### config.mk
export PLATFORM = sky130hd
export DESIGN_NAME = intc_dual_route
export DESIGN_NICKNAME = d
export VERILOG_FILES = /design/src/rtl/intc_pkg.sv /design/src/rtl/intc_regs.sv /design/src/rtl/intc_route.sv /design/src/rtl/intc_rdmux.sv /design/src/rtl/intc_dual_route.sv
export SDC_FILE = /design/constraint.sdc
export NUM_CORES = 1
export LEC_CHECK = 0
export BUFFER_PORTS_ARGS = -buffer_cell sky130_fd_sc_hd__buf_2
export CORE_UTILIZATION = 45
export DETAILED_ROUTE_END_ITERATION = 8
export GPL_ROUTABILITY_DRIVEN = 0
export PLACE_DENSITY = 0.77
export SYNTH_ARGS = -nofsm -noshare
export SYNTH_HDL_FRONTEND = slang
export SYNTH_SLANG_ARGS = --single-unit
export TNS_END_PERCENT = 100
### constraint.sdc
create_clock -name clk -period 1.9 [get_ports clk]
set_input_delay 0.38 -clock clk [delete_from_list [all_inputs] [get_ports clk]]
set_output_delay 0.38 -clock clk [all_outputs]
set_load 0.01 [all_outputs]
### src/rtl/intc_pkg.sv
package intc_pkg;
  localparam logic [7:0] ADDR_STAT_LO = 8'h00;
  localparam logic [7:0] ADDR_STAT_HI = 8'h04;
  localparam logic [7:0] ADDR_ROUTE   = 8'h20;
  localparam logic [7:0] ADDR_SET     = 8'h34;
  localparam logic [7:0] ADDR_CLR     = 8'h38;
endpackage

### src/rtl/intc_regs.sv
module intc_regs #(
  parameter int unsigned NSRC = 19,
  parameter int unsigned DW   = 32,
  parameter int unsigned AW   = 8,
  parameter logic [NSRC-1:0] IMPL_MASK = 19'h617FF
) (
  input  logic            clk,
  input  logic            rst,
  input  logic            wr_en,
  input  logic [AW-1:0]   addr,
  input  logic [DW-1:0]   wdata,
  output logic [NSRC-1:0] mask_q,
  output logic [NSRC-1:0] route_q,
  output logic            gen_q
);
  import intc_pkg::*;
  localparam int unsigned GBIT = DW - 1;

  logic [NSRC-1:0] wbits;
  assign wbits = wdata[NSRC-1:0] & IMPL_MASK;

  always_ff @(posedge clk) begin
    if (rst) begin
      mask_q  <= '0;
      route_q <= '0;
      gen_q   <= 1'b0;
    end else if (wr_en) begin
      if (addr == AW'(ADDR_ROUTE)) begin
        route_q <= wbits;
      end else if (addr == AW'(ADDR_SET)) begin
        mask_q <= mask_q | wbits;
        if (wdata[GBIT]) gen_q <= 1'b1;
      end else if (addr == AW'(ADDR_CLR)) begin
        mask_q <= mask_q & ~wbits;
        if (wdata[GBIT]) gen_q <= 1'b0;
      end
    end
  end
endmodule

### src/rtl/intc_route.sv
module intc_route #(
  parameter int unsigned NSRC = 19
) (
  input  logic            clk,
  input  logic            rst,
  input  logic [NSRC-1:0] raw,
  input  logic [NSRC-1:0] mask_q,
  input  logic [NSRC-1:0] route_q,
  input  logic            gen_q,
  output logic [NSRC-1:0] stat_lo,
  output logic [NSRC-1:0] stat_hi,
  output logic            irq_lo,
  output logic            irq_hi
);
  logic [NSRC-1:0] nxt_lo;
  logic [NSRC-1:0] nxt_hi;

  for (genvar i = 0; i < NSRC; i++) begin : g_src
    logic live;
    assign live      = raw[i] & mask_q[i];
    assign nxt_lo[i] = live & ~route_q[i];
    assign nxt_hi[i] = live &  route_q[i];
  end

  always_ff @(posedge clk) begin
    if (rst) begin
      stat_lo <= '0;
      stat_hi <= '0;
      irq_lo  <= 1'b0;
      irq_hi  <= 1'b0;
    end else begin
      stat_lo <= nxt_lo;
      stat_hi <= nxt_hi;
      irq_lo  <= gen_q & (|nxt_lo);
      irq_hi  <= gen_q & (|nxt_hi);
    end
  end
endmodule

### src/rtl/intc_rdmux.sv
module intc_rdmux #(
  parameter int unsigned NSRC = 19,
  parameter int unsigned DW   = 32,
  parameter int unsigned AW   = 8
) (
  input  logic            clk,
  input  logic            rst,
  input  logic            rd_en,
  input  logic [AW-1:0]   addr,
  input  logic [NSRC-1:0] stat_lo,
  input  logic [NSRC-1:0] stat_hi,
  input  logic [NSRC-1:0] mask_q,
  input  logic [NSRC-1:0] route_q,
  input  logic            gen_q,
  output logic [DW-1:0]   rdata
);
  import intc_pkg::*;
  localparam int unsigned PADW = DW - NSRC;
  localparam int unsigned GPAD = DW - 1 - NSRC;

  always_ff @(posedge clk) begin
    if (rst) begin
      rdata <= '0;
    end else if (rd_en) begin
      if (addr == AW'(ADDR_STAT_LO))      rdata <= {{PADW{1'b0}}, stat_lo};
      else if (addr == AW'(ADDR_STAT_HI)) rdata <= {{PADW{1'b0}}, stat_hi};
      else if (addr == AW'(ADDR_ROUTE))   rdata <= {{PADW{1'b0}}, route_q};
      else if (addr == AW'(ADDR_SET) || addr == AW'(ADDR_CLR))
        rdata <= {gen_q, {GPAD{1'b0}}, mask_q};
      else
        rdata <= '0;
    end
  end
endmodule

### src/rtl/intc_dual_route.sv
module intc_dual_route #(
  parameter int unsigned NSRC = 19,
  parameter int unsigned DW   = 32,
  parameter int unsigned AW   = 8,
  parameter logic [NSRC-1:0] IMPL_MASK = 19'h617FF
) (
  input  logic            clk,
  input  logic            rst,
  input  logic            bus_wr,
  input  logic            bus_rd,
  input  logic [AW-1:0]   bus_addr,
  input  logic [DW-1:0]   bus_wdata,
  output logic [DW-1:0]   bus_rdata,
  input  logic [NSRC-1:0] irq_src,
  output logic            irq_lo,
  output logic            irq_hi
);
  logic [NSRC-1:0] mask_q, route_q, stat_lo, stat_hi;
  logic            gen_q;

  intc_regs #(.NSRC(NSRC), .DW(DW), .AW(AW), .IMPL_MASK(IMPL_MASK)) regs_i (
    .clk(clk), .rst(rst), .wr_en(bus_wr), .addr(bus_addr), .wdata(bus_wdata),
    .mask_q(mask_q), .route_q(route_q), .gen_q(gen_q));

  intc_route #(.NSRC(NSRC)) route_i (
    .clk(clk), .rst(rst), .raw(irq_src), .mask_q(mask_q), .route_q(route_q),
    .gen_q(gen_q), .stat_lo(stat_lo), .stat_hi(stat_hi),
    .irq_lo(irq_lo), .irq_hi(irq_hi));

  intc_rdmux #(.NSRC(NSRC), .DW(DW), .AW(AW)) rdmux_i (
    .clk(clk), .rst(rst), .rd_en(bus_rd), .addr(bus_addr),
    .stat_lo(stat_lo), .stat_hi(stat_hi), .mask_q(mask_q),
    .route_q(route_q), .gen_q(gen_q), .rdata(bus_rdata));
endmodule

* Word level (Yosys, flattened, before mapping)
Index checks and enable logic that the tools add are counted.
** Word-level totals
- Flip-flop bits (word level) :: 101
- Bits of input ports :: 63
- Output and inout bits :: 34
- Word-level logic and storage cells :: 99
** Cells by class
- Equality and inequality tests :: 6
- Multiplexer cells :: 10
- Bitwise logic cells :: 67
- Reductions and logical operators :: 8
** Operator list (count)
- 32-bit 2-to-1 mux :: 4
- 1-bit bitwise AND :: 49
- 19-bit 2-to-1 mux :: 2
- 8-bit by 6-bit equality test with 1-bit output (second input constant) :: 3
- 19-bit bitwise AND :: 1
- 19-bit inverter :: 1
- 19-bit bitwise OR :: 1
- 19-bit OR reduction :: 1
- 1-bit inverter :: 15
- 14-bit OR reduction :: 1
- 8-bit by 3-bit equality test with 1-bit output (second input constant) :: 1
- 8-bit zero test :: 1
- 5-bit AND reduction :: 1
- 1-bit 2-to-1 mux :: 4
- 2-bit != test (second input constant) :: 2
- 3-bit AND reduction :: 1
- 2-bit AND reduction :: 1
- 2-bit nonzero test :: 1
- 1-bit logical OR :: 1

* Longest topological paths before layout
Gate-level depths: netlist of the first run.
- Word-level depth :: 6
- Depth in mapped cells :: 6
- Mapped depth without buffers :: 4

* By module
Synthesis of the first run repeated with hierarchy kept, for this count alone.
** Unflattened totals
- Cells, all modules :: 504
- Area total of the unflattened synthesis :: 4372.9 um2
** By module, submodules not included
- intc_rdmux :: times used 1, cells an instance 217, area each 1655.3 um2
- intc_route :: times used 1, cells an instance 143, area each 1370.1 um2
- intc_regs :: times used 1, cells an instance 144, area each 1347.5 um2

* Least setup slack after synthesis of the first run
No wires, ideal clock.
- Path kind :: input-to-reg
- Start point :: input bus_addr[7]
- End point :: register with a tool-made name
- Setup time :: 146 ps
- Arrival :: 1673 ps
- Required time :: 1754 ps
- Slack :: 81 ps
- Stages on the path :: 5
- Buffers on the path :: 1
- Cells stage by stage :: nor4_2 > nand2_1 > nor4_2 > buf_2 > a211oi_2
** RTL lines
- from (decl) :: line intc_dual_route.sv:11 : input logic [AW-1:0] bus_addr,

==> results.cfg, run 1 <==
[outcome]
status = complete, no violations

[synth]
synth_area_um2 = 3220
synth_seq_cells = 74
ys_seq_area_frac = 0.460
yosysUniqueCellTypes = 35
synth-edff-count = 0
yosysWarnings = 0
synth_cells = 363
avgSynthCellArea_um2 = 8.87
ys_async_sr_fraction = 0
synthFlopType = dfxtp_1

[cells_and_area]
antenna_cells = 0
area_delta_synth_final_pct = 16.1
postLayoutCoreUtil = 0.544
fillCellCount = 635
drive_gt1_frac = 0.230
fin_nets = 484
multi_input_area_um2 = 1530
ff_latch_area_um2 = 1480

[worst_setup_path]
slowest_delay_ps = 570
crit_required_ps = 2150
cp_cell_sequence = buf_2 -> or4_4 -> nor4b_4 -> buf_12 -> a21oi_1 -> a211oi_2
crit_start = bus_addr[7]
crit_family = simple AND/OR/NAND/NOR gates
critPathArrivalTime_ps = 1870
r2r-start = regs_i.route_q[0]
cp_max_fo = 14
endpoint_kind = register
cp_slowest_cell = or4_4
r2r_cells = 4
cp-start-kind = input port
path_class = input port to register
reg2reg_setup_slack_ps = 760
crit_buf_inv = 2
r2r_end = rdmux_i.rdata[0]

[sta]
slew-limit-headroom = 0.481
period_share = 0.852
setup-violations-final = 0
drv_slew = 0
max_freq_mhz = 617
grt_setup_unrepaired = no
setup_slack_ps = 281
period_minus_slack_ps = 1620
setup_tns_ps = 0
tightest_slew_ps = 776
hold_viol_final = 0
skew_ps = 6.53
holdWs_ps = 256

[die]
chipHeight_um = 86.6
placementRows = 30
coreArea_um2 = 6870
dieArea_um2 = 7490
initial_core_util = 0.468
io_pins = 97
die-width_um = 86.6

[cts]
cts_buffer_depth = 2
cts_sinks = 74
path_clk_slew_ps = 70
holdBufCountCts = 0
cts_max_level = 3
cts_root_buffer = clkbuf_8
cts_setup_buffers = 0
cts_resized = 0
cts_made_buffers = 9
cts_tree = yes
clkLatencyLatePin_ps = 330

[min_path]
hold_path.class = input port to register
hp-start = bus_wdata[9]
holdPathStages = 2

[route]
drt_iter0_drc = 198
drc = 0
drt-pass1-iter-count = 5
routed_wl_um = 7490
drtAntennaViolNets = 0
vias = 2785
viasPerCell = 5.34
wire_per_inst_um = 14.3

[placed_design]
dp_slack_ps = -67.5
portBuffers = 57
hpwl_um = 5580

[global_route]
grt_overflow = 0
grt_pass1_vias = 2561
antenna_found_initial = 0
grt_pass1_wl_um = 12200
grt_max_degree = 49
grt_use_total = 0.212

[power_and_ir_drop]
p_leak_uw = 0.00143
peakVddDrop_mv = 0.392
powerDensity_nw_per_um2 = 738

[job]
drv_cap = 0
==> metrics by stage <==
| step | instances | instance area (um^2) | power (uW) |
|---|---|---|---|
| 2_1_floorplan | 379 | 3280 | 1710 |
| 3_3_place_gp | 506 | 3570 | 1760 |
| 3_5_place_dp | 506 | 3570 | 1770 |
| 4_1_cts | 522 | 3740 | 2780 |
| 5_1_grt | 522 | 3740 | 2880 |
| 6_report | 522 | 3740 | 2760 |
==> cell type report <==
type	count	area share
Multi-Input combinational cell	252	0.409
Timing Repair Buffer	69	0.104
Tap cell	96	0.0321
Inverter	15	0.0151
Clock buffer	13	0.0398
Sequential cell	74	0.396
Clock inverter	3	0.00402
==> worst max path at each step <==
stage,depth (start not counted),end,slack [ps]
3_5_place_dp,6,register,-70
4_1_cts,6,register,270
3_3_place_gp,6,register,-20
5_1_grt,6,register,170
2_1_floorplan,5,register,80
6_report,6,register,280
==> power by group <==
group	switching, uW	total (uW)	internal (uW)
clock	518	1020	505
combinational	118	181	62.7
sequential	1.92	1550	1550
total	638	2760	2120
==> cell families (layout without fill, tap and decap cells) <==
| logic type | Yosys count | in the layout | synth area share |
|---|---|---|---|
| other cells | 1 | 17 | 0.00117 |
| simple gates | 121 | 121 | 0.206 |
| flops | 74 | 74 | 0.460 |
| mux | 14 | 14 | 0.0435 |
| compound gates | 99 | 99 | 0.203 |
| buf+inv | 53 | 100 | 0.0836 |
| xor+xnor | 1 | 1 | 0.00272 |
==> worst register-to-register path, stage by stage, from the launching register on <==
cell and delay [ps]:
dfxtp_1 460, nand2b_1 100, a221oi_1 260, a21oi_1 80, o21ai_0 160
==> cell usage in the layout (no fill, tap or decap), types with 11 or more instances in the layout <==
master / n
nor3b_1: 14
nand2b_1: 16
mux2i_1: 14
a221oi_1: 14
buf_4: 11
conb_1: 17
inv_1: 15
a21oi_1: 31
buf_2: 57
nor2_1: 19
nand3_1: 12
nor3_1: 16
o21ai_0: 24
dfxtp_1: 74
nand2_1: 30
==> layer usage <==
| metal | vias to the layer above | part of all wire | GRT usage |
|---|---|---|---|
| li1 | 1378 | - | - |
| met1 | 1261 | 0.46 | 0.283 |
| met2 | 122 | 0.44 | 0.317 |
| met3 | 24 | 0.068 | 0.0467 |
| met4 | 0 | 0.038 | 0.121 |
| met5 | - | 0 | 0 |
==> synth_stat cells (all sizes together) (2+ instances only) <==
master  count  area share
buf        21       0.046
nand4       5      0.0097
a211oi     14       0.048
nor4        2      0.0078
o22ai       7       0.014
nor2       19       0.022
a21oi      31       0.048
dfxtp      74        0.46
nand3      12       0.019
nand2b     16       0.031
nor3b      15       0.037
clkbuf     17       0.020
nor3       16       0.025
a221oi     14       0.038
o21ai      29       0.045
inv        15       0.017
mux2i      14       0.044
nand2      30       0.035
Note: power is estimated with default switching activity, not from simulation.
==> run 2: changes to the inputs <==
--- a/config.mk
+++ b/config.mk
@@ -9,7 +9,7 @@
 export CORE_UTILIZATION = 45
 export DETAILED_ROUTE_END_ITERATION = 8
 export GPL_ROUTABILITY_DRIVEN = 0
-export PLACE_DENSITY = 0.77
+export PLACE_DENSITY = 0.74
 export SYNTH_ARGS = -nofsm -noshare
 export SYNTH_HDL_FRONTEND = slang
 export SYNTH_SLANG_ARGS = --single-unit
==> constraint.sdc (replaced) <==
create_clock -name clk -period 1.66 [get_ports clk]
set_input_delay 0.332 -clock clk [delete_from_list [all_inputs] [get_ports clk]]
set_output_delay 0.332 -clock clk [all_outputs]
set_load 0.01 [all_outputs]
==> results.cfg, run 2 (same netlist as run 1, synthesis figures left out) <==
[placed_design]
portBuffers = 57
dp_slack_ps = -209
place_area_um2 = 3690
hpwl_um = 5380

[min_path]
holdPathStages = 2
hp-start = bus_wdata[1]
hold_path.class = input port to register

[global_route]
antenna_found_initial = 0
grt_max_degree = 57
grt_use_total = 0.212
grt_pass1_wl_um = 12100
grt_pass1_vias = 2431
grt_overflow = 0

[route]
drt_iter0_drc = 231
drc = 0
wire_per_inst_um = 13.9
routed_wl_um = 7340
viasPerCell = 5.24
vias = 2761
drtAntennaViolNets = 0
drt-pass1-iter-count = 5

[sta]
hold_viol_final = 0
period_share = 0.898
setup_tns_ps = 0
setup-violations-final = 0
drv_slew = 0
slew-limit-headroom = 0.328
grt_setup_unrepaired = no
max_freq_mhz = 671
setup_slack_ps = 170
tightest_slew_ps = 1000
period_minus_slack_ps = 1490
skew_ps = 4.61

[worst_setup_path]
cp_max_fo = 14
r2r_end = route_i.irq_lo
critPathArrivalTime_ps = 1750
crit_required_ps = 1920
path_class = input port to register
cp-start-kind = input port
r2r_cells = 4
cp_slowest_cell = or4_4
cp_cell_sequence = buf_2 -> or4_4 -> nor4b_4 -> buf_12 -> a21oi_1 -> a211oi_1
endpoint_kind = register
slowest_delay_ps = 560
reg2reg_setup_slack_ps = 470

[cells_and_area]
fin_nets = 489
postLayoutCoreUtil = 0.564
mostFrequentLayoutCells = dfxtp_1 (74), buf_2 (57), nand2_1 (30), o21ai_0 (24), a21oi_1 (21)
drive_gt1_frac = 0.265
antenna_cells = 0
area_delta_synth_final_pct = 20.4
mostFrequentLayoutCell = dfxtp_1
design_area_um2 = 3870

[cts]
cts_root_buffer = clkbuf_8
cts_buffer_depth = 2
cts_max_level = 3
cts_sinks = 74
path_clk_slew_ps = 70
holdBufCountCts = 0
cts_resized = 0
cts_made_buffers = 9
cts_setup_buffers = 0
cts_tree = yes
clkLatencyLatePin_ps = 340

[die]
chipHeight_um = 86.6
placementRows = 30
io_pins = 97
initial_core_util = 0.468
die-width_um = 86.6
dieArea_um2 = 7490
coreArea_um2 = 6870

[power_and_ir_drop]
powerDensity_nw_per_um2 = 847
peakVddDrop_mv = 0.550
p_leak_uw = 0.00149

[outcome]
status = complete, no violations

[job]
drv_cap = 0
[run 2: worst max path at each step]
stage	to	slack [ps]	cells past startpoint	startpoint
after global placement	rdmux_i.rdata[1]	-200	5	bus_addr[3]
final	register	170	6	bus_addr[0]
after floorplan	register	10	5	bus_addr[0]
after global routing	rdmux_i.rdata[7]	40	5	bus_addr[3]
after detailed placement	rdmux_i.rdata[7]	-210	5	bus_addr[3]
after CTS	register	170	6	bus_addr[0]
[run 2: layout make-up]
type / count / area (um^2)
timing repair buffer: 74 / 450
clock buffer: 14 / 173
tap: 96 / 120
multi-input combinational: 252 / 1580
inverter: 15 / 56.3
sequential: 74 / 1480
fill: 623 / 3000
clock inverter: 2 / 10.0
[run 2: report_power, final]
group          switching [uW]  total, uW  internal, uW
clock network             619       1280           662
logic                     140        224          83.6
registers                2.30       1780          1780
[run 2: per-layer routing]
layer | wire [um] | track usage | share of wire
met5 | 0 | 0 | 0
met3 | 469 | 0.0419 | 0.064
met1 | 3550 | 0.309 | 0.48
met2 | 3110 | 0.292 | 0.42
met4 | 203 | 0.112 | 0.028
[run 2: metrics by stage]
| step | hold WS, ps | std cells | power, uW |
|---|---|---|---|
| 3_3_place_gp | 434 | 511 | 2040 |
| 4_1_cts | 180 | 527 | 3300 |
| 6_report | 190 | 527 | 3280 |
| 3_5_place_dp | 436 | 511 | 2040 |
| 2_1_floorplan | 421 | 379 | 1950 |
| 5_1_grt | 193 | 527 | 3410 |
[run 2: critical path: cells and delay by family]
kind,cells,cell delay [ps]
AO/OA/AOI/OAI,2,260
AND/OR/NAND/NOR,2,850
buffers and inverters,2,300
==> run 3: changes to the inputs <==
--- a/config.mk
+++ b/config.mk
@@ -5,7 +5,7 @@
 export SDC_FILE = /design/constraint.sdc
 export NUM_CORES = 1
 export LEC_CHECK = 0
-export BUFFER_PORTS_ARGS = -buffer_cell sky130_fd_sc_hd__buf_2
+export BUFFER_PORTS_ARGS = -buffer_cell sky130_fd_sc_hd__buf_4
 export CORE_UTILIZATION = 45
 export DETAILED_ROUTE_END_ITERATION = 8
 export GPL_ROUTABILITY_DRIVEN = 0
==> results.cfg, run 3 (same netlist as run 1, synthesis figures left out) <==
[outcome]
status = complete, no violations

[die]
chipHeight_um = 86.6
coreArea_um2 = 6870
die-width_um = 86.6
placementRows = 30
io_pins = 97
dieArea_um2 = 7490
initial_core_util = 0.468

[sta]
setup_tns_ps = 0
hold_viol_final = 0
skew_ps = 5.38
slew-limit-headroom = 0.453
setup-violations-final = 0
drv_slew = 0
tightest_slew_ps = 817
max_freq_mhz = 643
holdWs_ps = 185
grt_setup_unrepaired = no
period_minus_slack_ps = 1550
period_share = 0.937

[worst_setup_path]
critPathArrivalTime_ps = 1800
cp-start-kind = input port
reg2reg_setup_slack_ps = 490
path_class = input port to register
crit_family = simple AND/OR/NAND/NOR gates
crit_start = bus_addr[0]
cp_slowest_cell = or4_4
r2r_end = route_i.irq_lo
crit_cells = 6
slowest_delay_ps = 560
crit_required_ps = 1910
cp_cell_sequence = buf_4 -> or4_4 -> nor4b_4 -> buf_12 -> a21oi_1 -> a211oi_1
cp_max_fo = 14
r2r_cells = 4
crit_buf_inv = 2
endpoint_kind = register

[min_path]
hold_path.class = input port to register

[route]
routed_wl_um = 7490
drt-pass1-iter-count = 5
drt_iter0_drc = 246
drc = 0
wire_per_inst_um = 14.3
vias = 2766
viasPerCell = 5.27
drtAntennaViolNets = 0

[global_route]
grt_pass1_vias = 2554
antenna_found_initial = 0
grt_overflow = 0
grt_pass1_wl_um = 12600
grt_use_total = 0.218
grt_max_degree = 59

[power_and_ir_drop]
clock_power_share = 0.398
seqPwrFrac = 0.529
power.switching_uw = 758
powerDensity_nw_per_um2 = 838
totalPowerFinal_uw = 3370
peakVddDrop_mv = 0.442
pwr-share-comb = 0.074
p_leak_uw = 0.00152
internal-power_uw = 2610
p_sw_frac = 0.225

[cts]
path_clk_slew_ps = 70
cts_made_buffers = 9
cts_setup_buffers = 0
clkLatencyLatePin_ps = 340
cts_sinks = 74
cts_tree = yes
cts_buffer_depth = 2
holdBufCountCts = 0
cts_max_level = 3
cts_root_buffer = clkbuf_8

[cells_and_area]
fin_nets = 488
antenna_cells = 0
postLayoutCoreUtil = 0.584
area_delta_synth_final_pct = 24.7
finalNonFillerCells = 525
mostFrequentLayoutCells = dfxtp_1 (74), buf_4 (70), nand2_1 (30), o21ai_0 (24), a21oi_1 (21)
drive_gt1_frac = 0.263
mostFrequentLayoutCell = dfxtp_1

[placed_design]
hpwl_um = 5640
portBuffers = 57
place_inst = 510

[job]
drv_cap = 0
==> run 3: cell count changes in the layout (fill, tap and decap cells not counted), sizes merged <==
| cell | change |
|---|---|
| buf | -1 |
| clkbuf | -2 |
| bufinv | +1 |
==> run 3: per-layer routing <==
layer | track usage | wire length, um
met5 | 0 | 0
met4 | 0.0909 | 98
met3 | 0.0410 | 470
met2 | 0.318 | 3350
met1 | 0.315 | 3570
==> run 3: worst register-to-register path: stages, from the launching register on <==
cell,delay [ps]
dfxtp_1,420
nand2_1,130
o22ai_1,230
nor3_1,70
a31oi_1,230
==> run 3: power by group through the flow <==
stage | Sequential (uW) | Combinational [uW] | Clock [uW]
5_1_grt | 1780 | 269 | 1440
4_1_cts | 1780 | 246 | 1360
3_3_place_gp | 1820 | 240 | 0
2_1_floorplan | 1820 | 136 | 0
6_report | 1780 | 248 | 1340
3_5_place_dp | 1820 | 245 | 0
==> run 3: timing repair <==
action	CTS	global route
endpoints found under the hold margin	0	0
endpoints found under the setup margin	0	6
resized for setup	0	1
==> run 3: layout make-up <==
cell class	count	area, um^2
Clock inverter	3	40.0
Fill cell	640	2860
Sequential cell	74	1480
Multi-Input combinational cell	252	1590
Clock buffer	12	145
Tap cell	96	120
Timing Repair Buffer	73	586
Inverter	15	56.3
==> run 3: how the worst min path moves through the flow <==
stage | from | endpoint | slack (ps) | cells after the start
after CTS | bus_wdata[8] | register | 180 | 2
after global routing | bus_wdata[10] | register | 180 | 2
final | bus_wdata[8] | register | 180 | 2
after detailed placement | rdmux_i.rdata[4] | rdmux_i.rdata[4] | 440 | 2
after global placement | rdmux_i.rdata[17] | rdmux_i.rdata[17] | 440 | 2
after floorplan | bus_wdata[4] | register | 420 | 1
==> run 3: stage by stage <==
step,worst slack (ps),area (um^2)
after floorplan,10.2,3340
after global placement,-192,3830
after detailed placement,-277,3830
after CTS,72.8,4010
after global routing,16.4,4010
final,105,4010
